**src/rtl/gcp_pkg.sv**
```systemverilog
// Shared definitions for the global-correlating predictor.
// Assumes: nothing beyond IEEE 1800-2017.
package gcp_pkg;

    // Default geometry of the predictor
    localparam int unsigned GCP_PC_W      = 32;
    localparam int unsigned GCP_IDX_LSB   = 2;
    localparam int unsigned GCP_ADDR_BITS = 4;
    localparam int unsigned GCP_HIST_W    = 2;
    localparam int unsigned GCP_CTR_W     = 2;

    // Branch direction encoding
    typedef enum logic {
        DIR_NOT_TAKEN = 1'b0,
        DIR_TAKEN     = 1'b1
    } gcp_dir_e;

endpackage

```
**src/rtl/gcp_index.sv**
```systemverilog
// Forms a counter index from a PC and a history value.
// Assumes: IDX_LSB >= 1 and IDX_LSB + ADDR_BITS < PC_W.
module gcp_index #(
    parameter int unsigned PC_W      = gcp_pkg::GCP_PC_W,
    parameter int unsigned IDX_LSB   = gcp_pkg::GCP_IDX_LSB,
    parameter int unsigned ADDR_BITS = gcp_pkg::GCP_ADDR_BITS,
    parameter int unsigned HIST_W    = gcp_pkg::GCP_HIST_W,
    localparam int unsigned IDX_W    = ADDR_BITS + HIST_W
) (
    input  logic [PC_W-1:0]   pc,
    input  logic [HIST_W-1:0] hist,
    output logic [IDX_W-1:0]  idx
);

    localparam int unsigned ADDR_MSB = IDX_LSB + ADDR_BITS - 1;

    // PC bits that do not take part in the index
    logic pc_unused;

    // Address bits in the upper part, history in the lower part
    assign idx = {pc[ADDR_MSB:IDX_LSB], hist};

    // Gather the ignored bits in one place
    assign pc_unused = ^{pc[PC_W-1:ADDR_MSB+1], pc[IDX_LSB-1:0]};

endmodule

```
**src/rtl/gcp_ghr.sv**
```systemverilog
// Shared history shift register: on each training event the newest
// outcome enters bit 0 and the older bits move up by one place.
// Assumes: HIST_W >= 2.
module gcp_ghr #(
    parameter int unsigned HIST_W = gcp_pkg::GCP_HIST_W
) (
    input  logic              clk,
    input  logic              rst_n,
    input  logic              shift_en,
    input  gcp_pkg::gcp_dir_e dir,
    output logic [HIST_W-1:0] hist
);

    // Clear to all not-taken, shift in the resolved direction
    always_ff @(posedge clk) begin
        if (!rst_n) begin
            hist <= '0;
        end else if (shift_en) begin
            hist <= {hist[HIST_W-2:0], dir == gcp_pkg::DIR_TAKEN};
        end
    end

endmodule

```
**src/rtl/gcp_sat_ctr.sv**
```systemverilog
// One saturating up/down counter whose MSB is a direction guess.
// Assumes: W >= 1; RST_VAL fits in W bits.
module gcp_sat_ctr #(
    parameter int unsigned W       = gcp_pkg::GCP_CTR_W,
    parameter logic [W-1:0] RST_VAL = 1
) (
    input  logic              clk,
    input  logic              rst_n,
    input  logic              train,
    input  gcp_pkg::gcp_dir_e dir,
    output logic [W-1:0]      value
);

    localparam logic [W-1:0] TOP = '1;
    localparam logic [W-1:0] BOT = '0;

    // Step toward the outcome, holding at either end of the range
    always_ff @(posedge clk) begin
        if (!rst_n) begin
            value <= RST_VAL;
        end else if (train) begin
            if (dir == gcp_pkg::DIR_TAKEN) begin
                if (value != TOP) value <= value + 1'b1;
            end else begin
                if (value != BOT) value <= value - 1'b1;
            end
        end
    end

endmodule

```
**src/rtl/gcorr_predictor.sv**
```systemverilog
// Global-correlating direction predictor. Address bits choose an entry,
// and the shared history chooses one counter inside it. The lookup is
// combinational from stored state. A training event changes one counter
// and the history at the next edge.
// Assumes: the caller returns the history it was given at lookup time.
module gcorr_predictor #(
    parameter int unsigned PC_W      = gcp_pkg::GCP_PC_W,
    parameter int unsigned IDX_LSB   = gcp_pkg::GCP_IDX_LSB,
    parameter int unsigned ADDR_BITS = gcp_pkg::GCP_ADDR_BITS,
    parameter int unsigned HIST_W    = gcp_pkg::GCP_HIST_W,
    parameter int unsigned CTR_W     = gcp_pkg::GCP_CTR_W,
    parameter logic [CTR_W-1:0] CTR_RST = 1
) (
    input  logic              clk,
    input  logic              rst_n,
    input  logic [PC_W-1:0]   pred_pc,
    output logic              pred_taken,
    output logic [HIST_W-1:0] pred_hist,
    input  logic              upd_valid,
    input  logic [PC_W-1:0]   upd_pc,
    input  logic              upd_taken,
    input  logic [HIST_W-1:0] upd_hist
);

    localparam int unsigned IDX_W   = ADDR_BITS + HIST_W;
    localparam int unsigned NUM_CTR = 1 << IDX_W;

    logic [IDX_W-1:0]  rd_idx;
    logic [IDX_W-1:0]  wr_idx;
    logic [CTR_W-1:0]  ctr_val [NUM_CTR];
    gcp_pkg::gcp_dir_e upd_dir;

    // Map the raw outcome bit to the direction type
    assign upd_dir = upd_taken ? gcp_pkg::DIR_TAKEN : gcp_pkg::DIR_NOT_TAKEN;

    gcp_index #(
        .PC_W(PC_W), .IDX_LSB(IDX_LSB), .ADDR_BITS(ADDR_BITS), .HIST_W(HIST_W)
    ) i_rd_index (
        .pc(pred_pc), .hist(pred_hist), .idx(rd_idx)
    );

    gcp_index #(
        .PC_W(PC_W), .IDX_LSB(IDX_LSB), .ADDR_BITS(ADDR_BITS), .HIST_W(HIST_W)
    ) i_wr_index (
        .pc(upd_pc), .hist(upd_hist), .idx(wr_idx)
    );

    gcp_ghr #(.HIST_W(HIST_W)) i_ghr (
        .clk(clk), .rst_n(rst_n), .shift_en(upd_valid),
        .dir(upd_dir), .hist(pred_hist)
    );

    // One counter cell per index; only the addressed one trains
    for (genvar g = 0; g < NUM_CTR; g++) begin : g_cell
        logic hit;
        assign hit = upd_valid && (wr_idx == IDX_W'(g));
        gcp_sat_ctr #(.W(CTR_W), .RST_VAL(CTR_RST)) i_ctr (
            .clk(clk), .rst_n(rst_n), .train(hit),
            .dir(upd_dir), .value(ctr_val[g])
        );
    end

    // Guess is the top bit of the addressed counter
    assign pred_taken = ctr_val[rd_idx][CTR_W-1];

endmodule

```
**config.mk**
```make
export PLATFORM = sky130hd
export DESIGN_NAME = gcorr_predictor
export DESIGN_NICKNAME = d
export VERILOG_FILES = /design/src/rtl/gcp_pkg.sv /design/src/rtl/gcp_index.sv /design/src/rtl/gcp_ghr.sv /design/src/rtl/gcp_sat_ctr.sv /design/src/rtl/gcorr_predictor.sv
export SDC_FILE = /design/constraint.sdc
export NUM_CORES = 1
export LEC_CHECK = 0
export ABC_AREA = 1
export BUFFER_PORTS_ARGS = -buffer_cell sky130_fd_sc_hd__buf_2
export CORE_MARGIN = 2
export CORE_UTILIZATION = 40
export CTS_CLUSTER_DIAMETER = 100
export DETAILED_ROUTE_END_ITERATION = 6
export PLACE_DENSITY = 0.59
export SLEW_MARGIN = 0
export SYNTH_ARGS = -nofsm -noshare
export SYNTH_HDL_FRONTEND = slang
export SYNTH_SLANG_ARGS = --single-unit
```
**constraint.sdc**
```tcl
create_clock -name clk -period 2.1 [get_ports clk]
set_input_delay 0.21 -clock clk [delete_from_list [all_inputs] [get_ports clk]]
set_output_delay 0.21 -clock clk [all_outputs]
set_load 0.02 [all_outputs]
```
After elaboration in Yosys (flattened, before gate mapping)
Cells that the tools add are included.
- output and inout bits: 3
- bits in registers: 130
- bitwise logic cells: 1
- reductions and logical operators: 257
- add/sub/neg operators: 128
- order comparisons: 1
- equal/unequal tests: 191
- mux-type cells: 196
- operator list (cell ; count):
    2-bit 2-to-1 mux ; 194
    2-bit nonzero test ; 128
    6-bit equality test, second input constant ; 32
    3-bit AND reduction ; 64
    2-bit inequality test, second input constant ; 65
    2-bit by 1-bit adder with 2-bit output, second input constant ; 64
    2-bit by 1-bit subtractor with 2-bit output, second input constant ; 64
    2-bit by 1-bit inequality test with 1-bit output, second input constant ; 63
    6-bit by 5-bit equality test with 1-bit output, second input constant ; 16
    1-bit logical AND ; 64
    6-bit by 4-bit equality test with 1-bit output, second input constant ; 8
    6-bit by 3-bit equality test with 1-bit output, second input constant ; 4
    2-bit binary-select mux with 6-bit select ; 1
    6-bit by 2-bit equality test with 1-bit output, second input constant ; 2
    7-bit >= comparator, second input constant ; 1
    6-bit inverter with 7-bit output ; 1
    6-bit by 1-bit equality test with 1-bit output, second input constant ; 1
    6-bit logical NOT ; 1
    1-bit 2-to-1 mux ; 1

Logic depth before layout (Yosys ltp)
Gate-level depths: netlist of the first run.
- word-level depth: 4
- mapped depth: 11
- mapped depth without buffers: 10

By module
From an unflattened synthesis of the first run, not the netlist that was laid out.
- cell total of the unflattened synthesis: 1368
- area, all modules: 8150.3 sq um
- by module, submodules not included (module ; area an instance (sq um) ; times used ; cells each ; sequential area each (sq um)):
    gcp_sat_ctr ; 107.6 ; 64 ; 17 ; 40.0
    gcorr_predictor ; 1093.5 ; 1 ; 256 ; 0.0
    gcp_index ; 45.0 ; 2 ; 6 ; 0.0
    gcp_ghr ; 80.1 ; 1 ; 12 ; 40.0

Worst setup path after synthesis of the first run
No wires, ideal clock.
- kind: register to output
- start point: register i_ghr.hist[0]
- end point: output pred_taken
- required time: 1.890 ns
- buffers on the path: 2
- path slack: 0.349 ns
- cell stages (with the launch flop): 11
- arrival: 1.541 ns
- cell sequence: dfxtp_1 > clkbuf_1 > clkbuf_1 > nand2_1 > nand3_1 > nand3_1 > nand2_1 > nand2_1 > nand3_1 > nand3_1 > nand2_1
- longest elaborated chain between the ends: 4
- ends and longest elaborated chain (what ; line ; text):
    start: declaration ; gcp_ghr.sv:11 ; output logic [HIST_W-1:0] hist
    start signal: assignment ; gcp_ghr.sv:19 ; hist <= {hist[HIST_W-2:0], dir == gcp_pkg::DIR_TAKEN};
    6-bit inverter with 7-bit output (not written as such) ; gcorr_predictor.sv:64 ; assign pred_taken = ctr_val[rd_idx][CTR_W-1];
    2-bit binary-select mux with 6-bit select ; gcorr_predictor.sv:64 ;
    2-bit 2-to-1 mux (not written as such) (2 in series) ; gcorr_predictor.sv:64 ;
    end: declaration ; gcorr_predictor.sv:17 ; output logic pred_taken,
Every way passes these cells. The select of a mux whose other input is x is not followed.

Final worst setup path of the first run
Ends and elaborated chain as after synthesis.

==> results of run 1 <==
[worst register-to-register path, cell delays in order, from the launching register on]
cell and delay, ns:
dfxtp_1 0.39, nor2_1 0.06, inv_1 0.07, a21oi_1 0.07
nor2_1 0.10, inv_1 0.05, a21oi_1 0.12, o21ai_0 0.09
[synthesized netlist by cell type]
library cell	count
clkbuf_1	39
or2_2	20
nor3_2	1
o21ai_0	109
nand3_1	73
o311ai_1	1
o311ai_0	2
o31ai_1	3
nor3_1	1
nand3b_1	2
clkinv_1	1
nand4_1	21
buf_1	5
o22ai_1	7
dfxtp_1	130
nor2_1	92
a21oi_1	165
o221ai_1	1
buf_2	9
o211ai_1	38
nand2_1	203
inv_1	124
a22oi_1	7
[layout make-up]
class / instances / area, µm² / area share
clock buffer: 21 / 480 / 0.0590
clock inverter: 6 / 82.6 / 0.0101
inverter: 125 / 478 / 0.0587
multi-input combinational: 746 / 3720 / 0.457
sequential: 130 / 2610 / 0.320
tap: 220 / 275 / 0.0338
timing repair buffer: 51 / 498 / 0.0611
[cell families (layout without fill, tap and decap cells)]
family | count (synthesis) | count (layout) | synth area share
compound gates | 333 | 333 | 0.264
buf+inv | 178 | 203 | 0.0992
flops | 130 | 130 | 0.380
simple gates | 413 | 413 | 0.257
[power groups by stage]
stage	clock, W	combinational, W	sequential, W
final	0.00290	0.000519	0.00250
after global routing	0.00306	0.000565	0.00250
after CTS	0.00296	0.000460	0.00250
after detailed placement	0	0.000446	0.00255
after global placement	0	0.000443	0.00255
after floorplan	0	0.000275	0.00255
[stage by stage]
step | setup TNS, ns | instance area (µm²) | util | total power (W) | std cells
finish | 0 | 8150 | 0.490 | 0.00593 | 1299
CTS | 0 | 7890 | 0.474 | 0.00591 | 1294
floorplan | 0 | 6850 | - | 0.00282 | 1054
global route | -0.0705 | 8150 | 0.490 | 0.00613 | 1299
global placement | 0 | 7290 | 0.438 | 0.00299 | 1266
detailed placement | 0 | 7290 | 0.438 | 0.00300 | 1266
[flip-flops by register name (all words and copies together) (netlist names)]
| name | flops |
|---|---|
| i_ghr.hist | 2 |
| g_cell.i_ctr.value | 128 |
[worst paths after layout]
path | start | slack (ns) | cells past startpoint | end
max reg2reg | g_cell[57].i_ctr.value[0] | 1.05 | 7 | g_cell[57].i_ctr.value[0]
max | i_ghr.hist[0] | 0.02 | 11 | pred_taken
min | upd_valid | 0.05 | 2 | i_ghr.hist[0]
min reg2reg | g_cell[4].i_ctr.value[0] | 0.48 | 2 | g_cell[4].i_ctr.value[1]
[what timing repair did]
action	4_1_cts	5_1_grt
endpoints found under the setup margin	1	1
pin swaps	0	10
buffers inserted	0	1
gates cloned	1	4
gates resized for setup	7	38
[routing by layer]
layer	GRT usage	routed length, µm
met2	0.341	8560
met1	0.295	9360
met5	0	0
met4	0.0813	445
met3	0.0394	1000
[placed cells by master (no fill, tap or decap), drive strengths merged, types with 3 or more instances in the layout]
| cell type | instances |
|---|---|
| nand2 | 203 |
| dfxtp | 130 |
| o21ai | 109 |
| a22oi | 7 |
| nand4 | 21 |
| o22ai | 7 |
| o31ai | 3 |
| nor2 | 92 |
| or2 | 20 |
| o311ai | 3 |
| nand3 | 73 |
| o211ai | 38 |
| clkinv | 4 |
| a21oi | 165 |
| buf | 48 |
| inv | 124 |
| clkbuf | 24 |
==> flow_metrics.tcl, run 1 <==
set metrics [dict create \
    status "complete, no violations" \
    cts.sinks 130 \
    worst_slew_pin_slew_ns 0.555 \
    critPathTopFamily "simple AND/OR/NAND/NOR gates" \
    drt-initial-drc-count 457 \
    area_delta_synth_final_pct 18.9 \
    syn_nets 1124 \
    p_sw_w 0.00144 \
    cts_root_buf "clkbuf_16" \
    io-pin-count 73 \
    avgSynthCellArea_um2 6.50 \
    fin_skew_ns 0.00928 \
    ys_seq_area_frac 0.380 \
    cts_buffers 17 \
    ctsHoldBuffers 0 \
    cp.arrival_ns 1.87 \
    grt_first_pass_wirelength_um 30800 \
    h-tree-depth 4 \
    grt_overflow 0 \
    drv_cap 0 \
    period_share 0.989 \
    rsz0062_at_grt "true" \
    chipHeight_um 135 \
    vdd_drop_max_mv 0.637 \
    slowest_delay_ns 0.45 \
    slew_viol_final 0 \
    ys_types 23 \
    clockBufferDepth 2 \
    fmax_ghz 0.482 \
    critPathBufInv 3 \
    final_layout_size_suffix_gt1_frac 0.128 \
    period_needed_ns 2.08 \
    cts_tree "yes" \
    fin_ws_ns 0.0236 \
    drtAntennaViolNets 0 \
    ys_ff_latch 130 \
    route.detailed.drc 0 \
    cpMaxStageDelayCell "dfxtp_4" \
    p_leak_nw 3.30 \
    yosysWarnings 0 \
    nFillCells 1659 \
    synth_top_area_frac 0.380 \
    yosys.area.top_type "dfxtp_1" \
    hold_viol_final 0 \
    crit_chain "inv_8, clkbuf_16, nand2_1, nand3_1, nand3_2, nand2_1, nand2_1, nand3_2, nand3_2, nand2_2, buf_6" \
    hpwl_um 12400 \
    hold_slack_ns 0.0517 \
    netlist_area_um2 6850 \
    antenna_found_initial 0 \
    power.share.combinational 0.088 \
    via_count 6952 \
    layout.nets 1141 \
    slew_headroom 0.628 \
    antenna_cells 0 \
    io_buffers 16 \
    die_w_um 135 \
    drt-pass1-iter-count 5 \
    gp_congestion 0.822 \
    fp-row-count 47 \
    critPathRequiredTime_ns 1.89 \
    hold_class "input pin to register" \
    viasPerCell 5.35 \
    wl_per_cell_um 14.9 \
    start_kind "register" \
    path_max_fanout 6 \
    clock_power_share 0.490 \
    insertion_delay_ns 0.43 \
    dieArea_um2 18200 \
    crit_type "register to output port" \
    end_kind "output port" \
    synthCells 1054 \
    track_usage 0.216 \
    start_util 0.412 \
    wirelength_um 19400 \
    grt_pass1_vias 6163 \
    core_um2 16600 \
    powerDensity_nw_per_um2 727 \
    power_frac_seq 0.422 \
    p_int_w 0.00449 \
    grt_max_degree 71 \
    power_switching_share 0.243 \
    pre_cts_ws_ns 0.414 \
    setup_viol 0 \
    synth.area.top_cells "dfxtp_1 (38%), a21oi_1 (12%), nand2_1 (11%)" \
    clk_pin_slew_worst_paths_ns 0.06 \
]
(Power assumes the default switching activity.)
==> run 2: changes to the inputs <==
--- a/config.mk
+++ b/config.mk
@@ -11,7 +11,6 @@
 export CORE_UTILIZATION = 40
 export CTS_CLUSTER_DIAMETER = 100
 export DETAILED_ROUTE_END_ITERATION = 6
-export PLACE_DENSITY = 0.59
 export SLEW_MARGIN = 0
 export SYNTH_ARGS = -nofsm -noshare
 export SYNTH_HDL_FRONTEND = slang
==> run 2 against run 1 <==
Global-route usage down 0.094 points. Power up 4.9%. Worst hold slack better by 0.026 ns. Largest cell class unchanged. Critical path type unchanged. Fmax down 0.89%. Via count up 1.4%. Count of clock-buffer cells in the layout unchanged. Non-clock buffer count down 3.
==> flow_metrics.tcl, run 2 (synthesized netlist as in run 1, its figures left out) <==
set metrics [dict create \
    route.met2.wl_um 8690 \
    place_area_um2 7290 \
    clockBufferDepth 2 \
    status "complete, no violations" \
    slew_viol_final 0 \
    crit_type "register to output port" \
    final_common_cell "nand2_1" \
    core_um2 16600 \
    drtAntennaViolNets 0 \
    insertion_delay_ns 0.42 \
    area_delta_synth_final_pct 20.1 \
    grt_overflow 0 \
    p_leak_nw 3.33 \
    hold_class "input pin to register" \
    clock_power_share 0.513 \
    wirelength_um 19400 \
    cts.sinks 130 \
    slew_headroom 0.655 \
    fmax_ghz 0.477 \
    io_buffers 16 \
    final_cell_mix "nand2_1 (197), a21oi_1 (165), dfxtp_1 (129)" \
    wl_met1_um 9350 \
    holdPathStages 2 \
    drt-pass1-iter-count 5 \
    power.share.combinational 0.085 \
    start_util 0.412 \
    wl_met3_um 1010 \
    finalPower_w 0.00621 \
    period_needed_ns 2.10 \
    gp_congestion 0.810 \
    largest-register "g_cell.i_ctr.value" \
    dieArea_um2 18200 \
    power_switching_share 0.239 \
    largestRegisters "g_cell.i_ctr.value: 128 flops, i_ghr.hist: 2 flops" \
    drt-initial-drc-count 564 \
    reg2reg_slack_ns 1.04 \
    track_usage 0.215 \
    final_layout_size_suffix_gt1_frac 0.129 \
    grt_pass1_vias 6114 \
    grt_first_pass_wirelength_um 30800 \
    vdd_drop_max_mv 0.554 \
    power_frac_seq 0.403 \
    largest_register_ffs 128 \
    drv_cap 0 \
    fp-row-count 47 \
    setup_viol 0 \
    end_kind "output port" \
    io-pin-count 73 \
    critPathRequiredTime_ns 1.89 \
    postLayoutCellArea_um2 8230 \
    period_share 0.998 \
    hold_viol_final 0 \
    cts_buffers 17 \
    hpwl_um 12300 \
    start_kind "register" \
    cts_tree "yes" \
    powerDensity_nw_per_um2 755 \
    wl_per_cell_um 14.9 \
    layout.nets 1138 \
    cp.arrival_ns 1.89 \
    via_count 7046 \
    p_sw_w 0.00149 \
    antenna_found_initial 0 \
    viasPerCell 5.42 \
    worst_slew_pin_slew_ns 0.515 \
    p_int_w 0.00473 \
    tns_ns 0 \
    cts_root_buf "clkbuf_16" \
    path_max_fanout 9 \
    route.detailed.drc 0 \
    chipHeight_um 135 \
    fin_skew_ns 0.00456 \
    grt_max_degree 97 \
    clk_pin_slew_worst_paths_ns 0.06 \
    antenna_cells 0 \
    h-tree-depth 4 \
    die_w_um 135 \
    worst-r2r-cell-count 7 \
    topRoutingLayerUsed "met4" \
    rsz0062_at_grt "true" \
]
==> run 2: worst paths after layout <==
check | from | end
worst max-delay path | i_ghr.hist[0] | pred_taken
worst min-delay path | upd_valid | i_ghr.hist[0]
worst max register to register | g_cell[23].i_ctr.value[1] | g_cell[23].i_ctr.value[0]
worst min register to register | g_cell[4].i_ctr.value[0] | g_cell[4].i_ctr.value[1]
==> run 2: power by group through the flow <==
| stage | registers, W | logic (W) | clock network [W] |
|---|---|---|---|
| 2_1_floorplan | 0.00255 | 0.000275 | 0 |
| 3_3_place_gp | 0.00255 | 0.000449 | 0 |
| 3_5_place_dp | 0.00255 | 0.000453 | 0 |
| 4_1_cts | 0.00250 | 0.000477 | 0.00321 |
| 5_1_grt | 0.00250 | 0.000569 | 0.00332 |
| 6_report | 0.00250 | 0.000527 | 0.00319 |
==> run 2: metrics by stage <==
step | cells | hold WS, ns | util | setup slack (ns)
3_5_place_dp | 1262 | 0.464 | 0.438 | 0.207
2_1_floorplan | 1054 | 0.300 | - | 0.349
3_3_place_gp | 1262 | 0.464 | 0.438 | 0.200
6_report | 1301 | 0.0780 | 0.495 | 0.00499
5_1_grt | 1301 | 0.0909 | 0.495 | -0.0788
4_1_cts | 1297 | 0.0734 | 0.481 | 0.00598
==> run 2: area by class of cell <==
type | instances | area [µm²]
Clock inverter | 11 | 158
Fill cell | 1654 | 8410
Clock buffer | 21 | 470
Tap cell | 220 | 275
Multi-Input combinational cell | 746 | 3720
Sequential cell | 130 | 2610
Inverter | 125 | 480
Timing Repair Buffer | 48 | 515
==> run 2: routing by layer <==
layer | GRT usage | up-vias
met1 | 0.300 | 3251
met4 | 0.0772 | 0
li1 | - | 3583
met5 | 0 | -
met2 | 0.337 | 183
met3 | 0.0345 | 29
==> run 2: repair_timing <==
action                                  4_1_cts  5_1_grt
buffers inserted                              2        1
gates resized for setup                      10       37
hold buffers                                  0        0
cloned                                        1        3
pin swaps                                     0       11
endpoints found under the setup margin        1        1
==> run 2: critical path, stage by stage, from the launching register on <==
cell and delay, ns:
dfxtp_4 0.47, inv_8 0.07, buf_8 0.14, nand2_1 0.06
nand3_1 0.09, nand3_2 0.11, nand2_1 0.07, nand2_1 0.06
nand3_1 0.10, nand3_2 0.07, nand2_2 0.08, buf_6 0.14
==> run 3: changes to the inputs <==
--- a/config.mk
+++ b/config.mk
@@ -7,6 +7,7 @@
 export LEC_CHECK = 0
 export ABC_AREA = 1
 export BUFFER_PORTS_ARGS = -buffer_cell sky130_fd_sc_hd__buf_2
+export CORE_ASPECT_RATIO = 1.4
 export CORE_MARGIN = 2
 export CORE_UTILIZATION = 40
 export CTS_CLUSTER_DIAMETER = 100
==> run 3 against run 2 <==
Sequential cell count is the same. Non-clock buffer count is 3 higher. Global-route usage increased by 0.11 points. Count of clock-buffer cells in the layout is 6 higher. Power fell by 6.6%. Critical path type unchanged. Largest cell class unchanged. Highest routed layer unchanged.
==> flow_metrics.tcl, run 3 (synthesized netlist as in run 1, its figures left out) <==
set metrics [dict create \
    h-tree-depth 4 \
    critPathRequiredTime_ns 1.89 \
    hold_slack_ns 0.0581 \
    worst-r2r-cell-count 7 \
    dieArea_um2 18200 \
    start_util 0.409 \
    path_max_fanout 8 \
    p_sw_w 0.00145 \
    fp-row-count 56 \
    slew_headroom 0.637 \
    finalPower_w 0.00580 \
    ctsHoldBuffers 0 \
    grt_pass1_vias 6301 \
    period_needed_ns 2.08 \
    grt_max_degree 97 \
    core_um2 16700 \
    track_usage 0.216 \
    cp.arrival_ns 1.87 \
    final_layout_size_suffix_gt1_frac 0.147 \
    drt-initial-drc-count 565 \
    insertion_delay_ns 0.42 \
    worst_slew_pin_slew_ns 0.542 \
    drt-pass1-iter-count 5 \
    drv_cap 0 \
    layout.nets 1141 \
    hold_class "input pin to register" \
    drtAntennaViolNets 0 \
    largest_register_ffs 128 \
    p_leak_nw 3.34 \
    fin_ws_ns 0.0199 \
    setup_viol 0 \
    grt_overflow 0 \
    end_kind "output port" \
    wl_per_cell_um 15.1 \
    antenna_cells 0 \
    power_frac_seq 0.431 \
    min_to "i_ghr.hist[0]" \
    antenna_found_initial 0 \
    status "complete, no violations" \
    reg2reg_slack_ns 1.01 \
    via_count 6987 \
    vdd_drop_max_mv 0.527 \
    area_delta_synth_final_pct 20.1 \
    clk_pin_slew_worst_paths_ns 0.05 \
    io-pin-count 73 \
    holdPathStages 2 \
    fin_skew_ns 0.00430 \
    rsz0062_at_grt "true" \
    crit_type "register to output port" \
    cts_tree "yes" \
    cts_root_buf "clkbuf_16" \
    hpwl_um 12400 \
    largest-register "g_cell.i_ctr.value" \
    io_buffers 16 \
    clock_power_share 0.476 \
    powerDensity_nw_per_um2 705 \
    viasPerCell 5.43 \
    clockBufferDepth 2 \
    period_share 0.991 \
    cts_buffers 17 \
    tns_ns 0 \
    final_common_cell "nand2_1" \
    cts.sinks 130 \
    power.share.combinational 0.093 \
    fmax_ghz 0.481 \
    slew_viol_final 0 \
    rr_endpoint "g_cell[17].i_ctr.value[0]" \
    worstReg2RegStart "g_cell[17].i_ctr.value[0]" \
    largestRegisters "g_cell.i_ctr.value: 128 flops, i_ghr.hist: 2 flops" \
    p_int_w 0.00435 \
    pre_cts_ws_ns 0.362 \
    power_switching_share 0.250 \
    gp_congestion 0.840 \
    route.detailed.drc 0 \
    chipHeight_um 159 \
    min-delay-start "upd_valid" \
    wirelength_um 19500 \
    die_w_um 115 \
    final_cell_mix "nand2_1 (184), a21oi_1 (165), dfxtp_1 (129)" \
    hold_viol_final 0 \
    start_kind "register" \
    grt_first_pass_wirelength_um 31300 \
]
run 3: cell types whose count changed in the layout (fill, tap and decap cells not counted), sizes merged:
| cell | previous run | this run |
|---|---|---|
| clkinvlp | 2 | 1 |
| bufinv | 4 | 0 |
| clkbuf | 23 | 30 |
| buf | 46 | 48 |
| clkinv | 6 | 4 |
run 3: worst max path at each step:
stage                        startpoint         end  slack [ns]  cells after the start
after floorplan           i_ghr.hist[0]  pred_taken        0.35                     10
after global placement    i_ghr.hist[0]  pred_taken        0.34                     10
after detailed placement  i_ghr.hist[0]  pred_taken        0.36                     10
after CTS                 i_ghr.hist[0]  pred_taken        0.01                     11
after global routing      i_ghr.hist[0]  pred_taken       -0.08                     11
final                     i_ghr.hist[0]  pred_taken        0.02                     11
run 3: layout make-up:
type	count	area, µm²
Clock inverter	4	22.5
Fill cell	1661	8520
Clock buffer	27	523
Multi-Input combinational cell	746	3830
Sequential cell	130	2610
Tap cell	203	254
Inverter	125	482
Timing Repair Buffer	51	515
run 3: metrics by stage:
stage	util	area, µm²	std cells
global placement	0.433	7260	1248
global route	0.491	8230	1286
floorplan	-	6850	1054
finish	0.491	8230	1286
CTS	0.468	7840	1280
detailed placement	0.433	7260	1248
run 3: power by group through the flow:
stage               registers [W]  clock network [W]  logic, W
detailed placement        0.00255                  0  0.000446
global placement          0.00255                  0  0.000443
CTS                       0.00250            0.00281  0.000460
global route              0.00250            0.00292  0.000585
floorplan                 0.00255                  0  0.000275
finish                    0.00250            0.00276  0.000539
run 3: repair_timing:
item,in CTS,in global routing
resized for setup,7,69
setup endpoints to repair,1,1
gates cloned,1,3
pin swaps,0,17
buffers inserted,0,3
run 3: worst max-delay path, stage by stage, from the launching register on:
cell and delay, ns:
dfxtp_4 0.42, clkinv_8 0.11, clkbuf_16 0.20, nand2_2 0.07
nand3_2 0.09, nand3_2 0.09, nand2_2 0.07, nand2_2 0.07
nand3_2 0.08, nand3_2 0.06, nand2_2 0.06, buf_6 0.13
run 3: metal layers:
metal,GRT usage,up-vias,share of wire
met1,0.270,3223,0.44
met2,0.364,148,0.49
met4,0.0809,0,0.020
met3,0.0435,31,0.046
li1,-,3585,-
met5,0,-,0
